[src/rtl/ucode_pkg.sv]
package ucode_pkg;
    localparam int STEP_AW = 4;
    localparam int DEPTH   = 1 << STEP_AW;

    typedef enum logic [1:0] {
        SRC_EXT  = 2'd0,
        SRC_ONE  = 2'd1,
        SRC_DEC  = 2'd2,
        SRC_PROD = 2'd3
    } src_e;

    typedef enum logic [1:0] {
        BR_SEQ     = 2'd0,
        BR_ZERO    = 2'd1,
        BR_ALWAYS  = 2'd2,
        BR_NONZERO = 2'd3
    } br_e;

    // packed MSB first: target, branch mode, halt, acc source, n source, load bits
    typedef struct packed {
        logic [STEP_AW-1:0] tgt;
        br_e                br;
        logic               halt;
        src_e               acc_sel;
        src_e               n_sel;
        logic               ld_acc;
        logic               ld_n;
    } cw_t;

    localparam int CW_W = $bits(cw_t);

    typedef enum logic [1:0] {
        ST_IDLE = 2'd0,
        ST_RUN  = 2'd1,
        ST_DONE = 2'd2
    } seq_st_e;
endpackage

[src/rtl/ucode_store.sv]
module ucode_store
    import ucode_pkg::*;
(
    input  logic               clk,
    input  logic               rst_n,
    input  logic               wr_en,
    input  logic [STEP_AW-1:0] wr_addr,
    input  logic [CW_W-1:0]    wr_word,
    input  logic               busy,
    input  logic [STEP_AW-1:0] rd_addr,
    output cw_t                rd_word
);
    logic [CW_W-1:0] mem_q [DEPTH];
    logic [CW_W-1:0] mem_d [DEPTH];

    always_comb begin
        for (int i = 0; i < DEPTH; i++) mem_d[i] = mem_q[i];
        if (wr_en && !busy) mem_d[wr_addr] = wr_word;
    end

    always_ff @(posedge clk) begin
        for (int i = 0; i < DEPTH; i++) begin
            if (!rst_n) mem_q[i] <= '0;
            else        mem_q[i] <= mem_d[i];
        end
    end

    assign rd_word = cw_t'(mem_q[rd_addr]);


    frozen_chk: assert property (@(posedge clk) disable iff (!rst_n)
        (busy && wr_en) |=> (mem_q[$past(wr_addr)] == $past(mem_q[wr_addr])));
endmodule

[src/rtl/ucode_seq.sv]
module ucode_seq
    import ucode_pkg::*;
(
    input  logic               clk,
    input  logic               rst_n,
    input  logic               start,
    input  cw_t                cw,
    input  logic               n_zero,
    output logic [STEP_AW-1:0] step,
    output logic               running,
    output logic               done
);
    typedef struct packed {
        seq_st_e            st;
        logic [STEP_AW-1:0] step;
    } seq_s;

    seq_s s_q, s_d;
    logic take;

    always_comb begin
        unique case (cw.br)
            BR_ZERO:    take = n_zero;
            BR_ALWAYS:  take = 1'b1;
            BR_NONZERO: take = !n_zero;
            default:    take = 1'b0;
        endcase
        s_d = s_q;
        if (start) begin
            s_d.st   = ST_RUN;
            s_d.step = '0;
        end else if (s_q.st == ST_RUN) begin
            if (cw.halt)   s_d.st   = ST_DONE;
            else if (take) s_d.step = cw.tgt;
            else           s_d.step = s_q.step + 1'b1;
        end
    end

    always_ff @(posedge clk) begin
        if (!rst_n) begin
            s_q.st   <= ST_IDLE;
            s_q.step <= '0;
        end else begin
            s_q <= s_d;
        end
    end

    assign step    = s_q.step;
    assign running = (s_q.st == ST_RUN);
    assign done    = (s_q.st == ST_DONE);


    start_chk: assert property (@(posedge clk) disable iff (!rst_n)
        start |=> (running && step == '0));

    done_hold_chk: assert property (@(posedge clk) disable iff (!rst_n)
        (done && !start) |=> done);

    excl_chk: assert property (@(posedge clk) disable iff (!rst_n)
        $onehot0({running, done}));

    jump_chk: assert property (@(posedge clk) disable iff (!rst_n)
        (running && !start && !cw.halt && cw.br == BR_ALWAYS) |=> (step == $past(cw.tgt)));
endmodule

[src/rtl/ucode_datapath.sv]
module ucode_datapath
    import ucode_pkg::*;
#(
    parameter int DATA_W = 16
) (
    input  logic              clk,
    input  logic              rst_n,
    input  logic              ld_n,
    input  logic              ld_acc,
    input  src_e              n_sel,
    input  src_e              acc_sel,
    input  logic [DATA_W-1:0] n_in,
    output logic              n_zero,
    output logic [DATA_W-1:0] acc
);
    localparam logic [DATA_W-1:0] ONE = DATA_W'(1);

    typedef struct packed {
        logic [DATA_W-1:0] n;
        logic [DATA_W-1:0] acc;
    } dp_s;

    dp_s r_q, r_d;
    logic [DATA_W-1:0]   dec_v;
    logic [2*DATA_W-1:0] prod_full;
    logic [DATA_W-1:0]   prod_v;

    function automatic logic [DATA_W-1:0] pick(src_e sel, logic [DATA_W-1:0] ext,
                                               logic [DATA_W-1:0] dv, logic [DATA_W-1:0] pv);
        unique case (sel)
            SRC_EXT: return ext;
            SRC_ONE: return ONE;
            SRC_DEC: return dv;
            default: return pv;
        endcase
    endfunction

    always_comb begin
        dec_v     = r_q.n - ONE;
        prod_full = r_q.n * r_q.acc;
        prod_v    = prod_full[DATA_W-1:0];
        r_d       = r_q;
        if (ld_n)   r_d.n   = pick(n_sel,   n_in, dec_v, prod_v);
        if (ld_acc) r_d.acc = pick(acc_sel, n_in, dec_v, prod_v);
    end

    always_ff @(posedge clk) begin
        if (!rst_n) r_q <= '0;
        else        r_q <= r_d;
    end

    assign n_zero = (r_q.n == '0);
    assign acc    = r_q.acc;


    n_hold_chk: assert property (@(posedge clk) disable iff (!rst_n)
        !ld_n |=> (r_q.n == $past(r_q.n)));

    acc_hold_chk: assert property (@(posedge clk) disable iff (!rst_n)
        !ld_acc |=> (r_q.acc == $past(r_q.acc)));

    dual_load_chk: assert property (@(posedge clk) disable iff (!rst_n)
        (ld_n && ld_acc && n_sel == SRC_DEC && acc_sel == SRC_PROD)
        |=> (r_q.n + ONE == $past(r_q.n)));
endmodule

[src/rtl/ucode_dp_ctrl.sv]
module ucode_dp_ctrl
    import ucode_pkg::*;
#(
    parameter int DATA_W = 16
) (
    input  logic               clk,
    input  logic               rst_n,
    input  logic               tbl_we,
    input  logic [STEP_AW-1:0] tbl_addr,
    input  logic [CW_W-1:0]    tbl_word,
    input  logic               start,
    input  logic [DATA_W-1:0]  n_in,
    output logic [DATA_W-1:0]  result,
    output logic               done
);
    cw_t                cw;
    logic [STEP_AW-1:0] step;
    logic               running;
    logic               n_zero;

    ucode_store u_store (
        .clk(clk), .rst_n(rst_n),
        .wr_en(tbl_we), .wr_addr(tbl_addr), .wr_word(tbl_word),
        .busy(running), .rd_addr(step), .rd_word(cw)
    );

    ucode_seq u_seq (
        .clk(clk), .rst_n(rst_n), .start(start), .cw(cw),
        .n_zero(n_zero), .step(step), .running(running), .done(done)
    );

    ucode_datapath #(.DATA_W(DATA_W)) u_dp (
        .clk(clk), .rst_n(rst_n),
        .ld_n(running && !start && cw.ld_n),
        .ld_acc(running && !start && cw.ld_acc),
        .n_sel(cw.n_sel), .acc_sel(cw.acc_sel),
        .n_in(n_in), .n_zero(n_zero), .acc(result)
    );


    rst_chk: assert property (@(posedge clk) $past(!rst_n) |-> (!done && result == '0));
endmodule

[config.mk]
export PLATFORM = sky130hd
export DESIGN_NAME = ucode_dp_ctrl
export DESIGN_NICKNAME = d
export VERILOG_FILES = /design/src/rtl/ucode_pkg.sv /design/src/rtl/ucode_store.sv /design/src/rtl/ucode_seq.sv /design/src/rtl/ucode_datapath.sv /design/src/rtl/ucode_dp_ctrl.sv
export SDC_FILE = /design/constraint.sdc
export NUM_CORES = 1
export LEC_CHECK = 0
export BUFFER_PORTS_ARGS = -buffer_cell sky130_fd_sc_hd__buf_2
export CAP_MARGIN = 40
export CORE_MARGIN = 2
export CORE_UTILIZATION = 63
export DETAILED_ROUTE_END_ITERATION = 6
export PLACE_DENSITY = 0.87
export SLEW_MARGIN = 20
export SYNTH_ARGS = -nofsm -noshare
export SYNTH_HDL_FRONTEND = slang
export SYNTH_SLANG_ARGS = --single-unit
[constraint.sdc]
create_clock -name clk -period 7.8 [get_ports clk]
set_clock_uncertainty 0.05 [all_clocks]
set_input_delay 0 -clock clk [delete_from_list [all_inputs] [get_ports clk]]
set_output_delay 0 -clock clk [all_outputs]
set_load 0.01 [all_outputs]
==> metrics.csv, run 1 <==
stage,metric,value,unit
run_status,status,"complete, no violations",
place,Final Wtd Congestion,0.9131,
timing,RSZ-0062 raised after global routing,no,
job,maximum capacitance violations,0,
floorplanning,Core Area,25180,µm²
critical_path,Reg2Reg Setup Slack,1.48,ns
critical_path,WS Path Type,flip-flop to flip-flop,
drt,DR WL/cell,21.27,µm
drt,first-pass iteration count of the detailed router,5,
cells_and_area,area grow syn2layout,10.23,%
timing,final worst path period share,0.8096,
clock_tree,Root Buffer,clkbuf_16,
floorplanning,# rows,58,
critical_path,slowest cell on the critical path,dfxtp_1,
drt,Initial DRC Count,1469,
cells_and_area,# diodes,0,
clock_tree,clock latency on the worst-skew pair,0.55,ns
yosys,ranking of synthesized cells by area,"dfxtp_1, fa_1, mux2i_1, mux4_2, nand2_1",
critical_path,cell mode on critical path,fa_1,
yosys,Post-Synth XOR/XNOR Area,0.02893,
yosys,Synth Area in Adders,0.1393,
grt,initial antenna violation count,1,
floorplanning,Starting Density,0.6423,
clock_tree,Sink Count,250,
clock_tree,H-tree levels,1,
grt,first-pass GRT wire length,68680,µm
cells_and_area,"commonest cells after routing, fill and taps aside","dfxtp_1, nand2_1, mux2i_1",
power,Peak VDD IR,0.0002008,V
yosys,Synth Area in Compound Gates,0.09771,
critical_path,"CP delay by family, top",adder cells,
yosys,largest family of logic cells by synthesized area,multiplexers,
clock_tree,clock-pin slew on the worst setup and hold paths,0.07,ns
yosys,"area leader, netlist",dfxtp_1,
power,Lkg Pwr,6.885,nW
floorplanning,die height,164.2,µm
power,PwrDens,157.0,nW/µm²
critical_path,WP buf/inv,3,
timing,relative slew slack,0.4365,
timing,final worst path period need,6.315,ns
critical_path,max incr delay on CP,0.66,ns
drt,detailed-route DRC error count,0,
yosys,synth unique cells,69,
clock_tree,setup bufs post-CTS,0,
critical_path,Crit Path Max Fanout,16,
yosys,"Avg Cell Area, Syn",9.564,µm²
place,DP HPWL,29090,µm
floorplanning,chip width,164.2,µm
yosys,post-synthesis cell area,16170,µm²
yosys,Post-synth ARST share,0,
timing,Final Hold Fails,0,
grt,largest net degree at the start of global routing,103,
critical_path,CP Cell Sequence,nand2_1 -> fa_1 -> fa_1 -> inv_1 -> fa_1 -> inv_1 -> fa_1 -> fa_1 -> fa_1 -> inv_1 -> ha_1 -> a21o_1 -> a2111oi_0 -> o2bb2ai_1 -> a31oi_1 -> xnor3_1 -> a22oi_1 -> o22ai_1,
hold_path,worst hold path class,primary input to flip-flop,
timing,Slew @ Worst Pin,0.8429,ns
critical_path,Worst Path Required,8.16,ns
grt,total grt overflow,0,
yosys,Post-synth EDFFs,0,
grt,vias in the first global route,12710,
cells_and_area,layout cells sized above 1,0.1249,
floorplanning,DIE AREA,26970,µm²
drt,DR vias/cell,6.190,
yosys,post-synthesis simple-gate area fraction,0.1714,
drt,via count,12650,
drt,final wirelength,43470,µm
drt,Antenna Nets Post-Route,0,
clock_tree,CTS Buf Count,25,
clock_tree,clk buf depth,3,
timing,setup TNS,0,ns
timing,max-slew violation count,0,
critical_path,CP endpoint kind,flip-flop,
timing,fmax,0.1583,GHz
yosys,ys flop type,dfxtp_1,
critical_path,WP data arrival,6.67,ns
yosys,syn nets,1860,
place,PortBufs,53,
yosys,"FF+latch count, synth",250,
yosys,yosys warns,0,
timing,setup violators final,0,
yosys,multiplexer share of the synthesized area,0.1797,
critical_path,Worst setup SP type,flip-flop,
clock_tree,TritonCTS clock tree,built,
floorplanning,Top Ports,54,
yosys,post-synth top area share,0.3095,
power,total power,2.798,mW
yosys,register area share after synthesis,0.3095,
grt,GR Util All Layers,0.3281,
cells_and_area,nets,1864,
cells_and_area,"commonest non-fill, non-tap cell in the layout",dfxtp_1,
yosys,cell count after synthesis,1691,
[worst reg2reg max path, cell delays in order, from the launching register on]
cell and delay (ns):
dfxtp_1 0.66, nand2_1 0.17, fa_1 0.54, fa_1 0.55, inv_1 0.05, fa_1 0.51
inv_1 0.07, fa_1 0.55, fa_1 0.46, fa_1 0.51, inv_1 0.04, ha_1 0.37
a21o_1 0.21, a2111oi_0 0.54, o2bb2ai_1 0.19, a31oi_1 0.06, xnor3_1 0.41, a22oi_1 0.18
o22ai_1 0.09
[flip-flops by register name, summed over array words and instances, names as in the netlist, named ones only]
name           count
u_store.mem_q    208
u_dp.acc          16
u_dp.r_q          16
u_seq.step         4
u_seq.s_q          2
[final cells by class]
type / count / area [µm²]
clock inverters: 11 / 177.7
flip-flops and latches: 250 / 5010
fillers: 1692 / 7353
clock buffers: 35 / 733.2
inverters: 121 / 454.2
multi-input cells: 1176 / 10040
well taps: 330 / 412.9
repair buffers: 121 / 997.2
[timing repair]
item | CTS | global route
hold endpoints to repair | 249 | 0
hold buffers | 37 | 0
gates resized for setup | 0 | 0
[layer usage]
layer,global-route usage,part of all wire,vias up,routed length [µm]
li1,-,-,5641,-
met1,0.4196,0.39,6099,16820
met2,0.5261,0.47,722,20350
met3,0.07045,0.091,189,3957
met4,0.1663,0.053,2,2323
met5,0,0.00035,-,15
[where the power goes]
group / switching [mW] / internal [mW]
combinational: 0.0990 / 0.0777
clock: 0.527 / 0.794
sequential: 0.0122 / 1.29
[synth_stat cells, types with 5 or more instances]
master	count
clkbuf_1	98
mux4_2	57
nand2b_1	7
a21boi_0	79
xor2_1	13
or4_1	5
dfxtp_1	250
or3_1	6
buf_6	8
nor4_1	5
nor3_1	8
buf_4	18
mux2i_1	143
a31oi_1	7
nor2_1	39
a211oi_1	5
a21oi_1	46
a21o_1	7
and2_1	66
buf_2	14
xnor2_1	27
nand2_1	240
inv_1	121
fa_1	80
o21a_1	6
o21ai_0	36
nand3_1	24
ha_1	52
a22oi_1	11
nor2b_1	139
[kinds of logic (layout without fill, tap and decap cells)]
group | count (synthesis) | count (layout)
fa+ha+maj | 132 | 132
flops | 250 | 250
simple gates | 556 | 556
buf+inv | 265 | 288
compound gates | 232 | 232
xor+xnor | 45 | 45
mux | 211 | 211
[worst paths after layout]
check	from	to	cells after the start
setup / recovery	u_dp.acc[2]	u_dp.acc[15]	18
hold / removal	tbl_we	u_store.mem_q[3][0]	5
setup reg to reg	u_dp.acc[2]	u_dp.acc[15]	18
hold reg to reg	u_store.mem_q[15][3]	u_store.mem_q[15][3]	2
[per-stage QoR]
| stage | hold slack (ns) | util | std cells | instance area [µm²] | setup WS (ns) |
|---|---|---|---|---|---|
| final | 0.02682 | 0.7080 | 2044 | 17830 | 1.485 |
| after global routing | 0.04866 | 0.7080 | 2044 | 17830 | 1.079 |
| after CTS | 0.0004974 | 0.7073 | 2042 | 17810 | 1.523 |
| after detailed placement | 0.2421 | 0.6565 | 1959 | 16530 | 1.542 |
| after global placement | 0.2465 | 0.6470 | 1945 | 16290 | 1.684 |
| after floorplan | 0.08852 | - | 1691 | 16170 | 1.879 |
Power figures use the tool's default switching activity.
==> inputs of run 2 (changes only) <==
--- a/config.mk
+++ b/config.mk
@@ -8,9 +8,9 @@
 export BUFFER_PORTS_ARGS = -buffer_cell sky130_fd_sc_hd__buf_2
 export CAP_MARGIN = 40
 export CORE_MARGIN = 2
-export CORE_UTILIZATION = 63
+export CORE_UTILIZATION = 57
 export DETAILED_ROUTE_END_ITERATION = 6
-export PLACE_DENSITY = 0.87
+export PLACE_DENSITY = 0.83
 export SLEW_MARGIN = 20
 export SYNTH_ARGS = -nofsm -noshare
 export SYNTH_HDL_FRONTEND = slang
==> constraint.sdc (replaced) <==
create_clock -name clk -period 5.8 [get_ports clk]
set_clock_uncertainty 0.05 [all_clocks]
set_input_delay 0 -clock clk [delete_from_list [all_inputs] [get_ports clk]]
set_output_delay 0 -clock clk [all_outputs]
set_load 0.01 [all_outputs]
==> run 2 against run 1 <==
  * Core utilization fell by 5.7 points
  * Largest cell class unchanged
  * Highest routed layer is now met4
  * Worst setup slack got worse by 1.3 ns
  * Fmax rose by 13%
==> metrics.csv, run 2 (same netlist as run 1, synthesis figures left out) <==
stage,metric,value,unit
critical_path,Worst setup SP type,flip-flop,
cells_and_area,Reg with most FFs,u_store.mem_q,
drt,via count,12730,
job,maximum capacitance violations,0,
place,Final Wtd Congestion,0.9600,
cells_and_area,filler cell count,2142,
run_status,status,"complete, no violations",
power,total power,3.605,mW
cells_and_area,layout cells sized above 1,0.1567,
cells_and_area,area occupied by registers,5016,µm²
grt,GR Util All Layers,0.3002,
cells_and_area,number of flip-flops in the largest register,208,
drt,detailed-route DRC error count,0,
cells_and_area,nets,1910,
floorplanning,Starting Density,0.5806,
timing,final worst path period share,0.9666,
timing,Slew @ Worst Pin,0.9379,ns
grt,total grt overflow,0,
cells_and_area,"commonest cells after routing, fill and taps aside","dfxtp_1, nand2_1, mux2i_1",
timing,final worst path period need,5.607,ns
clock_tree,H-tree levels,1,
clock_tree,Sink Count,250,
cells_and_area,multi-input logic area,10080,µm²
floorplanning,Top Ports,54,
floorplanning,die height,172.4,µm
cells_and_area,fin area,18150,µm²
critical_path,Crit Path Max Fanout,7,
cells_and_area,Final Util,0.6514,
drt,final wirelength,44160,µm
clock_tree,TritonCTS clock tree,built,
critical_path,WS Path Type,flip-flop to flip-flop,
drt,first-pass iteration count of the detailed router,6,
drt,DR WL/cell,20.65,µm
hold_path,min-delay src,rst_n,
hold_path,worst hold path class,primary input to flip-flop,
place,Inst Count DP,2058,
clock_tree,clk buf depth,3,
cells_and_area,post-route insts no fill,2139,
floorplanning,chip width,172.4,µm
cells_and_area,# diodes,0,
floorplanning,Core Area,27860,µm²
grt,vias in the first global route,13000,
power,Lkg Pwr,7.094,nW
floorplanning,# rows,61,
power,PwrDens,198.6,nW/µm²
drt,Initial DRC Count,970,
cells_and_area,area grow syn2layout,12.20,%
clock_tree,CTS Buf Count,26,
timing,setup violators final,0,
cells_and_area,"commonest non-fill, non-tap cell in the layout",dfxtp_1,
timing,final worst slack,0.1935,ns
floorplanning,DIE AREA,29740,µm²
clock_tree,setup bufs post-CTS,0,
place,DP HPWL,31560,µm
critical_path,Reg-to-Reg Start,u_dp.acc[1],
power,Peak VDD IR,0.0002598,V
place,Place WS,0.01522,ns
clock_tree,clock latency on the worst-skew pair,0.52,ns
place,PortBufs,53,
timing,Final Hold Fails,0,
place,Placed Area,16910,µm²
timing,hold slack,0.05143,ns
critical_path,WP data arrival,5.96,ns
critical_path,Worst Path Required,6.15,ns
drt,DR vias/cell,5.950,
timing,max-slew violation count,0,
timing,relative slew slack,0.3713,
timing,fmax,0.1784,GHz
grt,initial antenna violation count,0,
clock_tree,Root Buffer,clkbuf_16,
grt,largest net degree at the start of global routing,95,
critical_path,CP endpoint kind,flip-flop,
grt,first-pass GRT wire length,69160,µm
timing,setup TNS,0,ns
critical_path,crit path from,u_dp.acc[1],
timing,RSZ-0062 raised after global routing,yes,
clock_tree,clock-pin slew on the worst setup and hold paths,0.06,ns
drt,Antenna Nets Post-Route,0,
[run 2: cell types whose count changed in the layout (fill, tap and decap cells not counted), sizes merged]
cell	delta
inv	-1
bufinv	-4
dlygate4sd3	-5
clkinvlp	+1
buf	+51
clkinv	+5
[run 2: final cells by class]
| cell class | instances | area share |
|---|---|---|
| Multi-Input combinational cell | 1176 | 0.5553 |
| Sequential cell | 250 | 0.2764 |
| Timing Repair Buffer | 166 | 0.07088 |
| Clock buffer | 36 | 0.04240 |
| Tap cell | 378 | 0.02606 |
| Inverter | 121 | 0.02503 |
| Clock inverter | 12 | 0.003861 |
[run 2: worst paths after layout]
check | endpoint | slack [ns] | depth (start not counted)
worst max-delay path | u_dp.acc[15] | 0.19 | 18
worst min-delay path | u_store.mem_q[0][0] | 0.05 | 2
worst max register to register | u_dp.acc[15] | 0.19 | 18
worst min register to register | u_store.mem_q[7][12] | 0.42 | 2
[run 2: metal layers]
| layer | part of all wire | up-vias | global-route usage |
|---|---|---|---|
| met5 | 0 | - | 0 |
| met4 | 0.052 | 0 | 0.1538 |
| met3 | 0.072 | 151 | 0.04486 |
| met2 | 0.50 | 592 | 0.5310 |
| met1 | 0.38 | 6227 | 0.3537 |
| li1 | - | 5757 | - |
[run 2: worst max-delay path, stage by stage, from the launching register on]
cell and delay [ns]:
dfxtp_1 0.33, buf_4 0.16, and2_1 0.16, fa_1 0.54
inv_1 0.06, fa_1 0.47, fa_1 0.46, fa_1 0.47
fa_1 0.52, fa_1 0.49, inv_1 0.04, ha_1 0.28
a21o_1 0.19, a2111oi_2 0.46, o2bb2ai_1 0.20, a31oi_2 0.08
xnor3_1 0.24, a22oi_1 0.20, o22ai_1 0.09
[run 2: power by group]
| part | leakage [nW] | internal (mW) | switching [mW] |
|---|---|---|---|
| registers | 2.02 | 1.73 | 0.0112 |
| logic | 4.65 | 0.103 | 0.135 |
| clock network | 0.423 | 0.929 | 0.694 |
[run 2: what timing repair did]
action / CTS / global route
hold endpoints to repair: 245 / 0
setup endpoints to repair: 0 / 10
gates resized for setup: 0 / 15
hold buffers: 32 / 0
